### config.mk
export PLATFORM = sky130hd
export DESIGN_NAME = seqctl_sequencer
export DESIGN_NICKNAME = d
export VERILOG_FILES = /design/src/rtl/seqctl_pkg.sv /design/src/rtl/seqctl_cond.sv /design/src/rtl/seqctl_stack.sv /design/src/rtl/seqctl_loop.sv /design/src/rtl/seqctl_sequencer.sv
export SDC_FILE = /design/constraint.sdc
export NUM_CORES = 1
export LEC_CHECK = 0
export ABC_AREA = 1
export ABC_CLOCK_PERIOD_IN_PS = 4600
export BUFFER_PORTS_ARGS = -buffer_cell sky130_fd_sc_hd__buf_4
export CORE_UTILIZATION = 40
export DETAILED_ROUTE_END_ITERATION = 8
export MAX_ROUTING_LAYER = met4
export SLEW_MARGIN = 20
export SYNTH_ARGS = -nofsm -noshare
export SYNTH_HDL_FRONTEND = slang
export SYNTH_SLANG_ARGS = --single-unit
export TNS_END_PERCENT = 100
### constraint.sdc
create_clock -name clk -period 4.6 [get_ports clk]
set_input_delay 0.92 -clock clk [delete_from_list [all_inputs] [get_ports clk]]
set_output_delay 0.92 -clock clk [all_outputs]
set_load 0.03 [all_outputs]
### src/rtl/seqctl_pkg.sv
package seqctl_pkg;

    typedef enum logic [3:0] {
        FOP_STEP = 4'd0,
        FOP_JMP  = 4'd1,
        FOP_JLE  = 4'd2,
        FOP_JLS  = 4'd3,
        FOP_JGE  = 4'd4,
        FOP_JGR  = 4'd5,
        FOP_JZR  = 4'd6,
        FOP_JNZ  = 4'd7,
        FOP_JOV  = 4'd8,
        FOP_JNO  = 4'd9,
        FOP_CALL = 4'd10,
        FOP_RET  = 4'd11,
        FOP_LOOP = 4'd12,
        FOP_END  = 4'd13
    } flow_op_e;

    typedef struct packed {
        logic sgf;
        logic zrf;
        logic ovf;
    } alu_flags_t;

    localparam int LOOP_CW = 5;

    function automatic logic op_is_cond(input logic [3:0] code);
        return (code >= 4'd2) && (code <= 4'd9);
    endfunction

    function automatic logic cond_met(input logic [3:0] code, input alu_flags_t f);
        logic r;
        case (code)
            4'd2:    r = f.sgf | f.zrf;
            4'd3:    r = f.sgf;
            4'd4:    r = ~f.sgf;
            4'd5:    r = ~f.sgf & ~f.zrf;
            4'd6:    r = f.zrf;
            4'd7:    r = ~f.zrf;
            4'd8:    r = f.ovf;
            4'd9:    r = ~f.ovf;
            default: r = 1'b0;
        endcase
        return r;
    endfunction

endpackage

### src/rtl/seqctl_cond.sv
module seqctl_cond
    import seqctl_pkg::*;
(
    input  logic [3:0]  code_i,
    input  alu_flags_t  flags_i,
    output logic        is_cond_o,
    output logic        taken_o
);
    always_comb begin
        is_cond_o = op_is_cond(code_i);
        taken_o   = is_cond_o && cond_met(code_i, flags_i);
    end
endmodule

### src/rtl/seqctl_stack.sv
module seqctl_stack #(
    parameter int DEPTH  = 4,
    parameter int ADDR_W = 9
) (
    input  logic              clk,
    input  logic              rst,
    input  logic              push_i,
    input  logic              pop_i,
    input  logic [ADDR_W-1:0] push_addr_i,
    output logic [ADDR_W-1:0] top_o,
    output logic              empty_o,
    output logic              full_o,
    output logic              err_o
);
    localparam int CNT_W = $clog2(DEPTH + 1);

    logic [ADDR_W-1:0] mem_q [DEPTH];
    logic [CNT_W-1:0]  cnt_q;
    logic              err_q;

    assign empty_o = (cnt_q == '0);
    assign full_o  = (cnt_q == CNT_W'(DEPTH));
    assign err_o   = err_q;

    always_comb begin
        top_o = '0;
        for (int i = 0; i < DEPTH; i++) begin
            if (CNT_W'(i + 1) == cnt_q) top_o = mem_q[i];
        end
    end

    generate
        for (genvar g = 0; g < DEPTH; g++) begin : g_slot
            always_ff @(posedge clk) begin
                if (rst) mem_q[g] <= '0;
                else if (push_i && !full_o && cnt_q == CNT_W'(g)) mem_q[g] <= push_addr_i;
            end
        end
    endgenerate

    always_ff @(posedge clk) begin
        if (rst) begin
            cnt_q <= '0;
            err_q <= 1'b0;
        end else begin
            if (push_i) begin
                if (full_o) err_q <= 1'b1;
                else        cnt_q <= cnt_q + 1'b1;
            end else if (pop_i) begin
                if (empty_o) err_q <= 1'b1;
                else         cnt_q <= cnt_q - 1'b1;
            end
        end
    end

    // a push on a full stack raises the error flag
    a_r7_overflow_flag: assert property (@(posedge clk) disable iff (rst)
        (push_i && full_o) |=> err_o);
    // a pop on an empty stack raises the error flag
    a_r7_underflow_flag: assert property (@(posedge clk) disable iff (rst)
        (pop_i && !push_i && empty_o) |=> err_o);
    // the error flag is sticky
    a_r7_err_sticky: assert property (@(posedge clk) disable iff (rst)
        err_o |=> err_o);
    // a saved address is what a following pop sees
    a_r5_push_top: assert property (@(posedge clk) disable iff (rst)
        (push_i && !full_o) |=> (top_o == $past(push_addr_i)));
endmodule

### src/rtl/seqctl_loop.sv
module seqctl_loop #(
    parameter int ADDR_W = 9,
    parameter int CNT_W  = 5
) (
    input  logic              clk,
    input  logic              rst,
    input  logic              arm_i,
    input  logic [ADDR_W-1:0] arm_start_i,
    input  logic [ADDR_W-1:0] arm_end_i,
    input  logic [CNT_W-1:0]  arm_cnt_i,
    input  logic              clear_i,
    input  logic              seq_step_i,
    input  logic [ADDR_W-1:0] pc_i,
    output logic              back_o,
    output logic [ADDR_W-1:0] back_addr_o
);
    logic              act_q;
    logic [ADDR_W-1:0] start_q, end_q;
    logic [CNT_W-1:0]  rem_q;
    logic              at_end;

    assign at_end      = act_q && (pc_i == end_q);
    assign back_o      = at_end && (rem_q != '0);
    assign back_addr_o = start_q;

    always_ff @(posedge clk) begin
        if (rst) begin
            act_q   <= 1'b0;
            start_q <= '0;
            end_q   <= '0;
            rem_q   <= '0;
        end else if (clear_i) begin
            act_q <= 1'b0;
        end else if (arm_i) begin
            act_q   <= (arm_cnt_i > CNT_W'(1));
            start_q <= arm_start_i;
            end_q   <= arm_end_i;
            rem_q   <= (arm_cnt_i == '0) ? '0 : arm_cnt_i - 1'b1;
        end else if (seq_step_i && at_end) begin
            if (rem_q != '0) rem_q <= rem_q - 1'b1;
            else             act_q <= 1'b0;
        end
    end

    // the repeat count only falls while the loop is running
    a_r8_rem_falls: assert property (@(posedge clk) disable iff (rst)
        (seq_step_i && back_o && !arm_i && !clear_i) |=> (rem_q == $past(rem_q) - 1'b1));
endmodule

### src/rtl/seqctl_sequencer.sv
module seqctl_sequencer
    import seqctl_pkg::*;
#(
    parameter int ADDR_W      = 9,
    parameter int STACK_DEPTH = 4
) (
    input  logic              clk,
    input  logic              rst,
    input  logic [3:0]        op_i,
    input  logic [ADDR_W-1:0] target_i,
    input  logic [4:0]        loop_cnt_i,
    input  logic              sgf_i,
    input  logic              zrf_i,
    input  logic              ovf_i,
    input  logic              frame_start_i,
    output logic [ADDR_W-1:0] fetch_addr_o,
    output logic              nop_o,
    output logic              stack_err_o
);
    logic [ADDR_W-1:0] pc_q, pc_d, pc_inc;
    logic              bub_q, bub_d, wait_q, wait_d;
    logic              exec;
    alu_flags_t        flags;
    logic              is_cond, taken;
    logic              push, pop, arm, seq_step, clear;
    logic [ADDR_W-1:0] stk_top;
    logic              stk_empty, stk_full;
    logic              loop_back;
    logic [ADDR_W-1:0] loop_addr;

    assign flags  = '{sgf: sgf_i, zrf: zrf_i, ovf: ovf_i};
    assign exec   = !bub_q && !wait_q;
    assign pc_inc = pc_q + 1'b1;

    seqctl_cond u_cond (
        .code_i    (op_i),
        .flags_i   (flags),
        .is_cond_o (is_cond),
        .taken_o   (taken)
    );

    seqctl_stack #(.DEPTH(STACK_DEPTH), .ADDR_W(ADDR_W)) u_stack (
        .clk         (clk),
        .rst         (rst),
        .push_i      (push),
        .pop_i       (pop),
        .push_addr_i (pc_inc),
        .top_o       (stk_top),
        .empty_o     (stk_empty),
        .full_o      (stk_full),
        .err_o       (stack_err_o)
    );

    seqctl_loop #(.ADDR_W(ADDR_W), .CNT_W(LOOP_CW)) u_loop (
        .clk         (clk),
        .rst         (rst),
        .arm_i       (arm),
        .arm_start_i (pc_inc),
        .arm_end_i   (target_i),
        .arm_cnt_i   (loop_cnt_i),
        .clear_i     (clear),
        .seq_step_i  (seq_step),
        .pc_i        (pc_q),
        .back_o      (loop_back),
        .back_addr_o (loop_addr)
    );

    always_comb begin
        pc_d     = pc_q;
        bub_d    = 1'b0;
        wait_d   = wait_q;
        push     = 1'b0;
        pop      = 1'b0;
        arm      = 1'b0;
        seq_step = 1'b0;
        clear    = 1'b0;
        if (wait_q) begin
            if (frame_start_i) begin
                pc_d   = '0;
                wait_d = 1'b0;
                clear  = 1'b1;
            end
        end else if (!bub_q) begin
            if (is_cond) begin
                if (taken) begin
                    pc_d  = target_i;
                    bub_d = 1'b1;
                end else begin
                    seq_step = 1'b1;
                end
            end else begin
                case (op_i)
                    FOP_JMP: begin
                        pc_d  = target_i;
                        bub_d = 1'b1;
                    end
                    FOP_CALL: begin
                        push  = 1'b1;
                        pc_d  = target_i;
                        bub_d = 1'b1;
                    end
                    FOP_RET: begin
                        pop  = 1'b1;
                        pc_d = stk_empty ? pc_inc : stk_top;
                    end
                    FOP_LOOP: begin
                        arm  = 1'b1;
                        pc_d = pc_inc;
                    end
                    FOP_END: wait_d = 1'b1;
                    default: seq_step = 1'b1;
                endcase
            end
            if (seq_step) pc_d = loop_back ? loop_addr : pc_inc;
        end
    end

    always_ff @(posedge clk) begin
        if (rst) begin
            pc_q   <= '0;
            bub_q  <= 1'b0;
            wait_q <= 1'b0;
        end else begin
            pc_q   <= pc_d;
            bub_q  <= bub_d;
            wait_q <= wait_d;
        end
    end

    assign fetch_addr_o = pc_q;
    assign nop_o        = bub_q | wait_q;

    // a jump shows one bubble at its target
    a_r3_jump_bubble: assert property (@(posedge clk) disable iff (rst)
        (exec && op_i == FOP_JMP) |=> (nop_o && fetch_addr_o == $past(target_i)));
    // a bubble lasts a single cycle and holds the address
    a_r10_bubble_once: assert property (@(posedge clk) disable iff (rst)
        (bub_q && !wait_q) |=> (!nop_o && $stable(fetch_addr_o)));
    // a return never inserts a bubble
    a_r6_ret_no_bubble: assert property (@(posedge clk) disable iff (rst)
        (exec && op_i == FOP_RET) |=> !nop_o);
    // an untaken conditional steps by one without a bubble
    a_r4_untaken_step: assert property (@(posedge clk) disable iff (rst)
        (exec && is_cond && !taken && !loop_back) |=> (!nop_o && fetch_addr_o == $past(pc_inc)));
    // the end wait holds until a frame pulse
    a_r9_wait_holds: assert property (@(posedge clk) disable iff (rst)
        (wait_q && !frame_start_i) |=> (nop_o && $stable(fetch_addr_o)));
    // a frame pulse in the wait restarts at address zero
    a_r9_restart_zero: assert property (@(posedge clk) disable iff (rst)
        (wait_q && frame_start_i) |=> (!nop_o && fetch_addr_o == '0));
endmodule

# Yosys cells after proc, flatten, opt, wreduce, memory -nomap -nowiden
# Memory sizes are Yosys's and may differ from the RTL's.
# Index checks and enable logic that the tools add are counted.
[totals]
register_bits = 39
ramBits = 36
elab_cells = 163
memories = 1
[classes]
add_sub_neg = 5
magnitude_cmp = 3
n_eq_ne = 29
muxes = 76
bitwise_logic = 11
n_reduce_logical = 29
[memory_table]
columns = ["memory", "depth", "word_bits", "rd", "rd_ports_with_merged_regs", "write_ports", "line_no", "source"]
rows = [
  ["u_stack.mem_q", 4, 9, 4, 0, 4, "seqctl_stack.sv:17", "logic [ADDR_W-1:0] mem_q [DEPTH];"],
]
[op_table]
columns = ["cell", "n"]
rows = [
  ["two-way mux 9 bit", 16],
  ["two-way mux 1 bit", 50],
  ["case mux 9 bit (3 select lines)", 1],
  ["== test 4 bit, second input constant", 6],
  ["two-way mux 5 bit", 4],
  ["== test 4 x 3 -> 1 bit, second input constant", 4],
  ["two-way mux 3 bit", 4],
  ["logical AND 1 bit", 10],
  ["subtractor 5 x 1 -> 5 bit, second input constant", 2],
  ["adder 9 x 1 -> 9 bit, second input constant", 1],
  ["== test 9 bit", 1],
  ["AND reduction 3 bit", 3],
  ["== test 4 x 2 -> 1 bit, second input constant", 2],
  ["inequality test 2 bit, second input constant", 4],
  ["case mux 1 bit (8 select lines)", 1],
  ["nonzero test 2 bit", 4],
  ["== test 2 x 3 -> 1 bit, first input constant", 2],
  ["== test 3 x 2 -> 1 bit, second input constant", 2],
  ["bitwise OR 1 bit", 6],
  ["nonzero test 6 bit", 1],
  ["> comparator 5 x 1 -> 1 bit, second input constant", 1],
  ["logical NOT 5 bit", 1],
  ["nonzero test 5 bit", 1],
  ["OR reduction 5 bit", 1],
  ["other kinds (19)", 25],
]

# Logic depth before layout (Yosys ltp)
# Gate-level depths: netlist of run 1.
[depth]
word_depth = 13
depth_mapped = 14
mapped_depth_nobuf = 13

# Hierarchy
# From an unflattened synthesis of run 1, not the netlist that was laid out.
[unflattened]
hier_cells = 694
area_unflattened_um2 = 4764.6
[modules_own_cells]
columns = ["mod", "n_inst", "cells_each", "area_per_inst_um2"]
rows = [
  ["seqctl_stack", 1, 229, 2054.5],
  ["seqctl_sequencer", 1, 242, 1298.7],
  ["seqctl_loop", 1, 192, 1291.2],
  ["seqctl_cond", 1, 31, 120.1],
]

# Worst setup path after synthesis of run 1
# Ideal clock, no wire load.
[synth_path]
kind = "input to register"
from = "input op_i[3]"
to = "memory u_stack.mem_q[3][0], enable pin"
arrival_time_ns = 2.102
slack_ns = 2.111
stages = 6
path_buffers = 0
cell_sequence = "inv_1 > nor2_4 > nand2_4 > nor2_8 > nand2_1 > o21ai_0"
[synth_lines]
columns = ["element", "line_no", "source"]
rows = [
  ["start: declaration", "seqctl_sequencer.sv:9", "input logic [3:0] op_i,"],
  ["end: declaration", "seqctl_stack.sv:17", ""],
]

# Final worst setup path of run 1
[layout_path]
from = "register pc_q[0], in the netlist fetch_addr_o[0]"
to = "register u_loop.rem_q[1]"
[layout_via]
elab_chain_cells = 5
[layout_rtl]
columns = ["element", "line_no", "source"]
rows = [
  ["start: declaration", "seqctl_sequencer.sv:20", "logic [ADDR_W-1:0] pc_q, pc_d, pc_inc;"],
  ["start signal: assignment", "seqctl_sequencer.sv:124", "pc_q <= pc_d;"],
  ["== test 9 bit", "seqctl_loop.sv:22", "assign at_end = act_q && (pc_i == end_q);"],
  ["logical AND 1 bit", "seqctl_loop.sv:22", ""],
  ["logical AND 1 bit", "seqctl_loop.sv:39", "end else if (seq_step_i && at_end) begin"],
  ["nonzero test 2 bit (no source line)", "-", ""],
  ["AND reduction 3 bit (no source line)", "-", ""],
  ["end signal: assignment", "seqctl_loop.sv:38", "rem_q <= (arm_cnt_i == '0) ? '0 : arm_cnt_i - 1'b1;"],
  ["end signal: assignment", "seqctl_loop.sv:40", "if (rem_q != '0) rem_q <= rem_q - 1'b1;"],
  ["end: declaration", "seqctl_loop.sv:19", "logic [CNT_W-1:0] rem_q;"],
]
# Every way passes these cells.
# A chain may end at the register's enable or synchronous reset.

==> reports/metrics.csv, run 1 <==
stage,metric,value,unit
critical_path,worst reg2reg endpoint,u_loop.rem_q[1]$_SDFFE_PP0P_,
global_route,vias in the first global route,3911,
yosys,Yosys reg bits,75,
sta,worst setup margin,1960,ps
hold_path,WHS Path Cells,2,
clock_tree,post-cts sizing count,0,
critical_path,critical path required time,4850,ps
critical_path,Critical Path AT,2890,ps
clock_tree,CTS tree,built,
placement,Final HPWL DP,8.90,mm
sta,Max-Slew Margin vs Limit,0.405,
yosys,adder-cell share of the synthesized area,0.0309,
clock_tree,clk_lat worst skew,360,ps
placement,dpl ws,1620,ps
hold_path,min-delay src,u_loop.back_addr_o[2]$_SDFFE_PP0P_,
clock_tree,Post-CTS Hold Fix Bufs,0,
layout,layout cell share with drive strength beyond 1,0.125,
sta,Worst Skew,12.9,ps
clock_tree,clock root buffer,clkbuf_8,
floorplanning,num rows,38,
critical_path,reg2reg start,fetch_addr_o[0]$_SDFFE_PP0P_,
route,Via Count,4053,
layout,post-route cell area,0.00496,mm²
critical_path,crit path max fanout,13,
yosys,synth unique cells,36,
yosys,total number of yosys warnings,0,
sta,Setup Viol. Count Final,0,
layout,Fill cells,1124,
critical_path,Crit-path slowest cell,dfxtp_1,
global_route,GR Util All Layers,0.227,
hold_path,Worst Hold Class,reg2reg,
floorplanning,die area,0.0116,mm²
layout,ANT cells,0,
clock_tree,CTS sink cnt,75,
sta,RSZ-0062 raised after global routing,false,
sta,Final period util,0.573,
yosys,Post-synth top flop,dfxtp_1,
critical_path,CP startpoint kind,flop,
clock_tree,Num CTS Buffers,9,
sta,actual slew at the worst max-slew pin,887,ps
power,Peak VDD IR,0.193,mV
yosys,Compound-Gate Fraction of Synth Area,0.0963,
yosys,mux cell area share after synthesis,0,
critical_path,critical path class,reg2reg,
layout,"leading cell type in the layout, fill and taps excluded",nand2_1,
clock_tree,clock-pin slew on the worst setup and hold paths,90,ps
route,routed length per placed instance,15.1,µm
layout,nets,684,
floorplanning,Core Region,0.0108,mm²
yosys,sequential share of the synthesized area,0.418,
status,status,completed,
layout,Final Util,0.458,
yosys,post-synthesis xor/xnor area fraction,0.0216,
layout,Area growth syn-to-layout,11.3,%
global_route,initial antenna violation count,0,
yosys,"EDFF count, synth",36,
route,drt drc,0,
global_route,first-pass GRT wire length,19.5,mm
clock_tree,Setup Buffers After CTS,0,
floorplanning,Die Y,108,µm
sta,Tmin final,2640,ps
clock_tree,clock buffer depth,2,
yosys,asr flop ratio synth,0,
placement,IO buf count,34,
placement,RePlAce Congestion,0.897,
critical_path,crit path cell chain,inv_1 -> nand2_1 -> nand2_1 -> nor2_1 -> nand2_1 -> nor2_1 -> nand3_2 -> inv_1 -> nand2_1 -> nand2_2 -> inv_2 -> nor2_1 -> nor2_1,
critical_path,crit end category,flop,
power,LEAKAGE,2.19,nW
floorplanning,initial core utilization,0.411,
floorplanning,die width,108,µm
hold_path,hold path endpoint,u_loop.back_addr_o[2]$_SDFFE_PP0P_,
sta,final hold viol count,0,
clock_tree,# H-tree levels,3,
critical_path,r2r setup slk,1960,ps
yosys,Synthesized Nets,660,
route,Routed Antenna Nets,0,
yosys,largest family of logic cells by synthesized area,simple AND/OR/NAND/NOR gates,
global_route,pin count of the biggest net entering global routing,31,
route,violation count after the first detailed-route iteration,274,
run,max capacitance violation total,0,
global_route,residual overflow from global routing,0,
critical_path,R2R cell count,13,
power,Cell Pwr Density,318,mW/mm²
route,routed wire length,12.0,mm
floorplanning,num ports,35,
yosys,Avg Synthesized Cell Area,7.13,µm²
route,DR vias/cell,5.10,
critical_path,Worst path max stage delay,700,ps
layout,most frequent cells in the layout,"nand2_1, nor2_1, inv_1",
sta,f_max,379,MHz
placement,DP Area,0.00478,mm²
sta,Fin Setup TNS,0,ps
yosys,Mapped Cells,625,
yosys,post-synth design cell area,0.00446,mm²
sta,Max Slew Vio Count,0,
route,router iterations before antenna repair,5,
yosys,simple-gate area share of the yosys netlist,0.348,
## flip-flops by register name (all words and copies together) (netlist names)
signal / flops
wait_q: 1
fetch_addr_o: 9
bub_q: 1
u_loop.end_q: 9
u_stack.err_o: 1
u_loop.rem_q: 5
u_loop.back_addr_o: 9
u_loop.act_q: 1
u_stack.mem_q: 36
u_stack.cnt_q: 3
## kinds of logic after synthesis
| family | Yosys count |
|---|---|
| compound gates | 79 |
| xor+xnor | 11 |
| fa+ha+maj | 11 |
| buf+inv | 93 |
| flops | 75 |
| simple gates | 356 |
## worst max-delay path: cells and delay by family (launching register included)
family	cells	cell delay, ps
buffers and inverters	3	400
flip-flops	1	700
AND/OR/NAND/NOR	10	1430
## layout make-up
class / instances / area (µm²) / area share
inverter: 72 / 270 / 0.0545
multi-input combinational: 457 / 2210 / 0.446
sequential: 75 / 1860 / 0.375
timing repair buffer: 34 / 255 / 0.0515
tap: 140 / 175 / 0.0353
clock buffer: 9 / 124 / 0.0250
clock inverter: 7 / 60.1 / 0.0121
## power by group
part	internal, W	total [W]	leakage (nW)	switching [W]
Sequential	0.000730	0.000766	0.690	0.0000370
Clock	0.000206	0.000494	0.0901	0.000287
Combinational	0.0000981	0.000318	1.41	0.000220
## worst max-delay path by stage
stage                                              from                           endpoint  slack (ps)  depth (start not counted)
final                      fetch_addr_o[0]$_SDFFE_PP0P_       u_loop.rem_q[1]$_SDFFE_PP0P_        1960                         13
after global routing       fetch_addr_o[0]$_SDFFE_PP0P_       u_loop.rem_q[3]$_SDFFE_PP0P_        1670                         13
after CTS                 u_stack.cnt_q[2]$_SDFFE_PP0P_  u_stack.mem_q[3][0]$_SDFFCE_PN0P_        1830                          4
after detailed placement                        op_i[3]  u_stack.mem_q[0][5]$_SDFFCE_PN0P_        1620                          7
after global placement                          op_i[3]  u_stack.mem_q[0][7]$_SDFFCE_PN0P_        1740                          7
after floorplan                                 op_i[3]  u_stack.mem_q[3][0]$_SDFFCE_PN0P_        2110                          6
## routing by layer
metal	routed length, µm	up-vias	share of wire	track usage
met3	620	23	0.052	0.0381
met4	232	0	0.019	0.0616
met1	5320	1842	0.44	0.281
met2	5840	119	0.49	0.380
met5	0	-	0	-
li1	-	2069	-	-
## cells in the mapped netlist, drive strengths merged (2+ instances only)
cell | number | area share
nand2 | 184 | 0.16
nor2 | 90 | 0.087
inv | 71 | 0.060
nand3 | 59 | 0.070
a21oi | 42 | 0.050
dfxtp | 39 | 0.18
edfxtp | 36 | 0.24
o21ai | 28 | 0.031
nand4 | 15 | 0.021
buf | 14 | 0.019
ha | 11 | 0.031
xnor2 | 8 | 0.016
clkbuf | 7 | 0.0059
nor3 | 4 | 0.0045
o22ai | 3 | 0.0042
or2 | 3 | 0.0042
xor2 | 3 | 0.0059
o211ai | 2 | 0.0034
## stage by stage
| stage | power [W] | cells | hold slack [ps] |
|---|---|---|---|
| final | 0.00158 | 794 | 471 |
| after global routing | 0.00164 | 794 | 494 |
| after CTS | 0.00159 | 794 | 474 |
| after detailed placement | 0.00110 | 778 | 459 |
| after global placement | 0.00109 | 778 | 455 |
| after floorplan | 0.000986 | 625 | 437 |
No activity file was read; power rests on OpenSTA's default activity.
==> run 2, diff against run 1 <==
--- a/config.mk
+++ b/config.mk
@@ -5,8 +5,8 @@
 export SDC_FILE = /design/constraint.sdc
 export NUM_CORES = 1
 export LEC_CHECK = 0
-export ABC_AREA = 1
-export ABC_CLOCK_PERIOD_IN_PS = 4600
+export ABC_AREA = 0
+export ABC_CLOCK_PERIOD_IN_PS = 2500
 export BUFFER_PORTS_ARGS = -buffer_cell sky130_fd_sc_hd__buf_4
 export CORE_UTILIZATION = 40
 export DETAILED_ROUTE_END_ITERATION = 8
==> constraint.sdc (replaced) <==
create_clock -name clk -period 2.5 [get_ports clk]
set_input_delay 0.5 -clock clk [delete_from_list [all_inputs] [get_ports clk]]
set_output_delay 0.5 -clock clk [all_outputs]
set_load 0.03 [all_outputs]
==> run 2 against run 1 <==
Sequential share of layout area down 0.22 points. Sequential power up 80%. Via count decreased by 7.5%. Count of clock-buffer cells in the layout increased by 1. Critical path type unchanged. Largest cell class unchanged.
==> reports/metrics.csv, run 2 <==
stage,metric,value,unit,change
status,status,completed,,
clock_tree,CTS sink cnt,75,,unchanged
route,Via Count,3748,,-7.5%
yosys,Post-synth top flop,dfxtp_1,,
global_route,pin count of the biggest net entering global routing,40,,+29%
clock_tree,# H-tree levels,3,,unchanged
floorplanning,die width,106,µm,-1.7%
yosys,total number of yosys warnings,0,,unchanged
critical_path,worst reg2reg endpoint,fetch_addr_o[7]$_SDFFE_PP0P_,,
clock_tree,clock-pin slew on the worst setup and hold paths,90,ps,about the same
floorplanning,Die Y,106,µm,-1.7%
critical_path,crit end category,flop,,
yosys,Post-synth top cells,"nor2_1, nand2_1, dfxtp_1, a21oi_1, edfxtp_1",,
route,routed length per placed instance,16.7,µm,+11%
sta,WHS,356,ps,-115 ps
sta,Max Slew Vio Count,0,,unchanged
placement,dpl ws,59.2,ps,-1560 ps
global_route,initial antenna violation count,0,,unchanged
critical_path,crit path cell chain,inv_1 -> ha_1 -> nor3b_2 -> and3_1 -> a2111oi_1 -> o32ai_1 -> a22o_1 -> a221o_1,,
clock_tree,CTS tree,built,,
yosys,largest area contributor in the synthesized netlist,edfxtp_1,,
placement,IO buf count,34,,unchanged
route,Routed Antenna Nets,0,,unchanged
clock_tree,Num CTS Buffers,9,,unchanged
critical_path,reg2reg start,u_stack.cnt_q[1]$_SDFFE_PP0P_,,
sta,final hold viol count,0,,unchanged
layout,Biggest register,u_stack.mem_q,,
hold_path,Worst Hold Class,in2reg,,
global_route,vias in the first global route,3650,,-6.7%
global_route,residual overflow from global routing,0,,unchanged
layout,Fill cells,1056,,-6.0%
yosys,"EDFF count, synth",36,,unchanged
yosys,Avg Synthesized Cell Area,8.85,µm²,+24%
power,Peak VDD IR,0.334,mV,+73%
yosys,synth unique cells,65,,+81%
critical_path,R2R cell count,8,,-5
clock_tree,clock buffer depth,2,,unchanged
critical_path,r2r setup slk,150,ps,-1820 ps
sta,actual slew at the worst max-slew pin,714,ps,-173 ps
layout,max FFs per register,36,,unchanged
sta,Setup Viol. Count Final,0,,unchanged
power,LEAKAGE,1.87,nW,-15%
yosys,top-area cell type share of the netlist area,0.251,,+0.00868
floorplanning,num ports,35,,unchanged
critical_path,critical path required time,2750,ps,-2100 ps
layout,nets,568,,-17%
layout,most frequent cells in the layout,"nor2_1, buf_4, nand2_1",,
run,max capacitance violation total,0,,unchanged
sta,Max-Slew Margin vs Limit,0.521,,+0.116
critical_path,CP startpoint kind,flop,,
route,router iterations before antenna repair,5,,unchanged
layout,"leading cell type in the layout, fill and taps excluded",nor2_1,,
route,DR vias/cell,5.56,,+8.9%
sta,Fin Setup TNS,0,ps,unchanged
sta,Worst Skew,8.53,ps,-4.36 ps
power,Cell Pwr Density,573,mW/mm²,+80%
sta,worst setup margin,146,ps,-1820 ps
placement,Final HPWL DP,8.15,mm,-8.4%
sta,Tmin final,2350,ps,-284 ps
critical_path,critical path class,reg2reg,,
route,drt drc,0,,unchanged
hold_path,hold path endpoint,u_loop.act_q$_SDFFE_PP0P_,,
hold_path,WHS Path Cells,2,,unchanged
global_route,first-pass GRT wire length,18.9,mm,-3.3%
route,violation count after the first detailed-route iteration,319,,+16%
yosys,asr flop ratio synth,0,,unchanged
yosys,sequential share of the synthesized area,0.433,,+0.0149
route,routed wire length,11.3,mm,-6.2%
global_route,GR Util All Layers,0.222,,-0.00430
sta,Final period util,0.942,,+0.368
yosys,most common cell in the netlist,nor2_1,,
floorplanning,Core Region,0.0104,mm²,-4.3%
layout,layout cell share with drive strength beyond 1,0.173,,+0.0475
hold_path,min-delay src,frame_start_i,,
placement,RePlAce Congestion,0.828,,-7.7%
critical_path,Crit-path slowest cell,a2111oi_1,,
layout,Area growth syn-to-layout,16.0,%,
floorplanning,die area,0.0112,mm²,-3.4%
floorplanning,initial core utilization,0.415,,+0.00381
critical_path,crit path max fanout,6,,-7
layout,ANT cells,0,,unchanged
floorplanning,num rows,37,,-2.6%
yosys,dominant cells by area after synthesis,"edfxtp_1, dfxtp_1, nor2_1, nand2_1, a21oi_1",,
clock_tree,clock root buffer,clkbuf_8,,
yosys,Synthesized Nets,521,,-21%
yosys,Yosys reg bits,75,,unchanged
clock_tree,Setup Buffers After CTS,0,,unchanged
critical_path,Worst path max stage delay,430,ps,-270 ps
sta,f_max,425,MHz,+12%
yosys,post-synth design cell area,0.00430,mm²,-3.5%
critical_path,CP top delay family,compound AO/OA/AOI/OAI gates,,
sta,RSZ-0062 raised after global routing,false,,
critical_path,worst path bufs/invs,1,,-2
critical_path,Critical Path AT,2600,ps,-290 ps
yosys,Mapped Cells,486,,-22%
clock_tree,clk_lat worst skew,360,ps,about the same
-- run 2: worst max path at each step --
stage,start,endpoint,depth (start not counted)
detailed placement,u_stack.cnt_q[1]$_SDFFE_PP0P_,fetch_addr_o[7]$_SDFFE_PP0P_,8
global route,u_stack.cnt_q[1]$_SDFFE_PP0P_,fetch_addr_o[7]$_SDFFE_PP0P_,8
finish,u_stack.cnt_q[1]$_SDFFE_PP0P_,fetch_addr_o[7]$_SDFFE_PP0P_,8
CTS,u_stack.cnt_q[1]$_SDFFE_PP0P_,fetch_addr_o[7]$_SDFFE_PP0P_,8
global placement,op_i[0],fetch_addr_o[2]$_SDFFE_PP0P_,7
floorplan,u_stack.cnt_q[2]$_SDFFE_PP0P_,fetch_addr_o[7]$_SDFFE_PP0P_,8
-- run 2: stage by stage --
stage,power [W],area [µm²],std cells,utilization
finish,0.00286,4990,674,0.481
detailed placement,0.00201,4810,658,0.464
floorplan,0.00177,4300,486,-
global route,0.00299,4990,674,0.481
global placement,0.00200,4810,658,0.464
CTS,0.00288,4990,674,0.481
-- run 2: final cells by class --
type | instances | area [µm²] | area share
Clock inverter | 6 | 50.0 | 0.0100
Multi-Input combinational cell | 370 | 2240 | 0.449
Inverter | 13 | 48.8 | 0.00978
Clock buffer | 10 | 128 | 0.0256
Timing Repair Buffer | 64 | 493 | 0.0988
Tap cell | 136 | 170 | 0.0341
Sequential cell | 75 | 1860 | 0.373
-- run 2: per-layer routing --
metal,part of all wire,routed length [µm],GRT usage
met4,0.0095,107,0.0575
met1,0.45,5080,0.295
met3,0.068,765,0.0421
met2,0.47,5320,0.349
met5,0,0,-
-- run 2: worst register-to-register path, delay by kind of cell (launching register included) --
kind                       cells  cell delay [ps]
AOI/OAI and AO/OA              4             1080
and+or+nand+nor                2              400
DFF                            1              390
adders and majority gates      1              290
buffers and inverters          1              100
-- run 2: cells by family after synthesis --
kind of cell | count (synthesis) | share of synthesized area
simple gates | 204 | 0.224
compound gates | 129 | 0.208
flops | 75 | 0.433
buf+inv | 41 | 0.0480
xor+xnor | 21 | 0.0427
fa+ha+maj | 11 | 0.0320
mux | 5 | 0.0119
-- run 2: power breakdown --
part           internal, W  switching (W)  leakage [nW]
Combinational     0.000239       0.000366          1.09
Sequential         0.00134      0.0000408         0.690
Clock             0.000373       0.000503        0.0853
-- run 2: timing repair --
| action | 4_1_cts | 5_1_grt |
|---|---|---|
| setup endpoints to repair | 0 | 1 |
| hold buffers | 0 | 0 |
| resized for setup | 0 | 1 |
==> run 3, diff against run 2 <==
--- a/config.mk
+++ b/config.mk
@@ -8,6 +8,7 @@
 export ABC_AREA = 0
 export ABC_CLOCK_PERIOD_IN_PS = 2500
 export BUFFER_PORTS_ARGS = -buffer_cell sky130_fd_sc_hd__buf_4
+export CORE_MARGIN = 5
 export CORE_UTILIZATION = 40
 export DETAILED_ROUTE_END_ITERATION = 8
 export MAX_ROUTING_LAYER = met4
==> run 3 against run 2 <==
Wire length increased by 2.2%. Critical path depth shrank 1. Design area rose by 0.13%. Clock skew increased by 3.4 ps. Largest cell class unchanged. Hold slack worse by 5.4 ps. Sequential power barely moved. Setup slack improved by 80 ps. Critical path type unchanged. Sequential share of layout area is essentially flat. Non-clock buffer count grew 2. Total power grew 0.55%.
==> reports/metrics.csv, run 3 (same netlist as run 2, synthesis figures left out) <==
stage,metric,value,unit,change
status,status,completed,,
critical_path,critical path required time,2760,ps,about the same
layout,Area growth syn-to-layout,16.1,%,
hold_path,Worst Hold Class,in2reg,,
global_route,GR Util All Layers,0.189,,-0.0334
route,Routed Antenna Nets,0,,unchanged
critical_path,r2r setup slk,230,ps,+80 ps
power,Peak VDD IR,0.385,mV,+15%
global_route,first-pass GRT wire length,18.7,mm,-1.0%
clock_tree,Post-CTS Hold Fix Bufs,0,,unchanged
sta,Fin Setup TNS,0,ps,unchanged
sta,Tmin final,2270,ps,-79.6 ps
layout,most frequent cells in the layout,"nor2_1, buf_4, nand2_1",,
placement,Final HPWL DP,8.44,mm,+3.5%
placement,DP Area,0.00481,mm²,about the same
floorplanning,num ports,35,,unchanged
sta,Max-Slew Margin vs Limit,0.487,,-0.0333
clock_tree,Setup Buffers After CTS,0,,unchanged
clock_tree,clock-pin slew on the worst setup and hold paths,90,ps,about the same
layout,"leading cell type in the layout, fill and taps excluded",nor2_1,,
critical_path,crit end category,flop,,
critical_path,worst reg2reg endpoint,fetch_addr_o[2]$_SDFFE_PP0P_,,
sta,Max Slew Vio Count,0,,unchanged
layout,Final Util,0.480,,-0.00154
route,violation count after the first detailed-route iteration,265,,-17%
global_route,initial antenna violation count,0,,unchanged
global_route,residual overflow from global routing,0,,unchanged
hold_path,hold path endpoint,u_loop.act_q$_SDFFE_PP0P_,,
route,routed length per placed instance,17.0,µm,+1.9%
sta,actual slew at the worst max-slew pin,764,ps,+49.5 ps
layout,nets,570,,+0.35%
clock_tree,CTS tree,built,,
power,LEAKAGE,1.88,nW,+0.65%
global_route,GR peak layer,met2,,
clock_tree,CTS sink cnt,75,,unchanged
sta,Final period util,0.910,,-0.0318
sta,Setup Viol. Count Final,0,,unchanged
hold_path,WHS Path Cells,2,,unchanged
clock_tree,clock root buffer,clkbuf_8,,
floorplanning,Core Region,0.0104,mm²,+0.45%
floorplanning,Die Y,114,µm,+7.6%
critical_path,crit path max fanout,17,,+11
critical_path,reg2reg start,fetch_addr_o[6]$_SDFFE_PP0P_,,
floorplanning,die width,114,µm,+7.6%
critical_path,Critical Path AT,2530,ps,-70 ps
sta,final hold viol count,0,,unchanged
layout,post-route cell area,0.00500,mm²,+0.13%
critical_path,R2R cell count,7,,-1
global_route,grt met3 use,0.0398,,-0.00227
clock_tree,post-cts sizing count,0,,unchanged
global_route,met2 Use GR,0.298,,-0.0503
floorplanning,die area,0.0129,mm²,+16%
clock_tree,clock buffer depth,2,,unchanged
floorplanning,initial core utilization,0.413,,-0.00184
clock_tree,Num CTS Buffers,9,,unchanged
placement,RePlAce Congestion,0.858,,+3.7%
sta,Worst Skew,12.0,ps,+3.44 ps
hold_path,min-delay src,frame_start_i,,
critical_path,CP startpoint kind,flop,,
sta,RSZ-0062 raised after global routing,false,,
route,DR vias/cell,5.60,,+0.72%
layout,Biggest register,u_stack.mem_q,,
route,router iterations before antenna repair,6,,+1
global_route,pin count of the biggest net entering global routing,40,,unchanged
global_route,vias in the first global route,3581,,-1.9%
global_route,met1 Use GR,0.246,,-0.0493
power,Cell Pwr Density,576,mW/mm²,+0.43%
critical_path,critical path class,reg2reg,,
layout,ANT cells,0,,unchanged
clock_tree,# H-tree levels,3,,unchanged
sta,f_max,440,MHz,+3.5%
placement,IO buf count,34,,unchanged
run,max capacitance violation total,0,,unchanged
layout,max FFs per register,36,,unchanged
route,routed wire length,11.5,mm,+2.2%
power,final total power,0.00288,W,+0.55%
layout,layout cell share with drive strength beyond 1,0.178,,+0.00492
clock_tree,clk_lat worst skew,370,ps,about the same
route,Via Count,3786,,+1.0%
route,drt drc,0,,unchanged
floorplanning,num rows,37,,unchanged
[run 3: report_power, final]
part / switching [W] / total, W / internal (W)
registers: 0.0000417 / 0.00138 / 0.00134
logic: 0.000363 / 0.000599 / 0.000236
clock network: 0.000522 / 0.000897 / 0.000375
[run 3: layer usage]
| layer | routed length (µm) | vias to the layer above |
|---|---|---|
| met4 | 180 | 0 |
| met2 | 5390 | 86 |
| met5 | 0 | - |
| li1 | - | 1848 |
| met3 | 489 | 16 |
| met1 | 5460 | 1836 |
[run 3: area by class of cell]
| cell class | count | area, µm² |
|---|---|---|
| Timing Repair Buffer | 66 | 495 |
| Sequential cell | 75 | 1860 |
| Multi-Input combinational cell | 370 | 2240 |
| Fill cell | 1021 | 5420 |
| Clock buffer | 9 | 124 |
| Tap cell | 136 | 170 |
| Clock inverter | 7 | 58.8 |
| Inverter | 13 | 48.8 |
[run 3: how the worst max path moves through the flow]
stage	cells past startpoint	end	slack, ps	from
global placement	7	fetch_addr_o[2]$_SDFFE_PP0P_	200	op_i[0]
detailed placement	7	fetch_addr_o[2]$_SDFFE_PP0P_	150	op_i[0]
CTS	8	fetch_addr_o[7]$_SDFFE_PP0P_	230	u_stack.cnt_q[1]$_SDFFE_PP0P_
global route	9	fetch_addr_o[8]$_SDFFE_PP0P_	80	u_stack.cnt_q[0]$_SDFFE_PP0P_
floorplan	8	fetch_addr_o[7]$_SDFFE_PP0P_	150	u_stack.cnt_q[2]$_SDFFE_PP0P_
finish	7	fetch_addr_o[2]$_SDFFE_PP0P_	230	fetch_addr_o[6]$_SDFFE_PP0P_
[run 3: per-stage QoR]
stage                     setup slack, ps  hold slack [ps]  cells
after floorplan                       151              436    486
final                                 226              350    676
after detailed placement              151              460    660
after global routing                 84.1              333    676
after CTS                             228              340    676
after global placement                199              447    660
[run 3: worst max-delay path, stage by stage, from the launching register on]
cell and delay [ps]:
dfxtp_1 450, xnor2_1 200, nand4_1 230, or4_1 570
buf_4 220, mux2i_1 170, a21oi_1 80, a211o_1 240
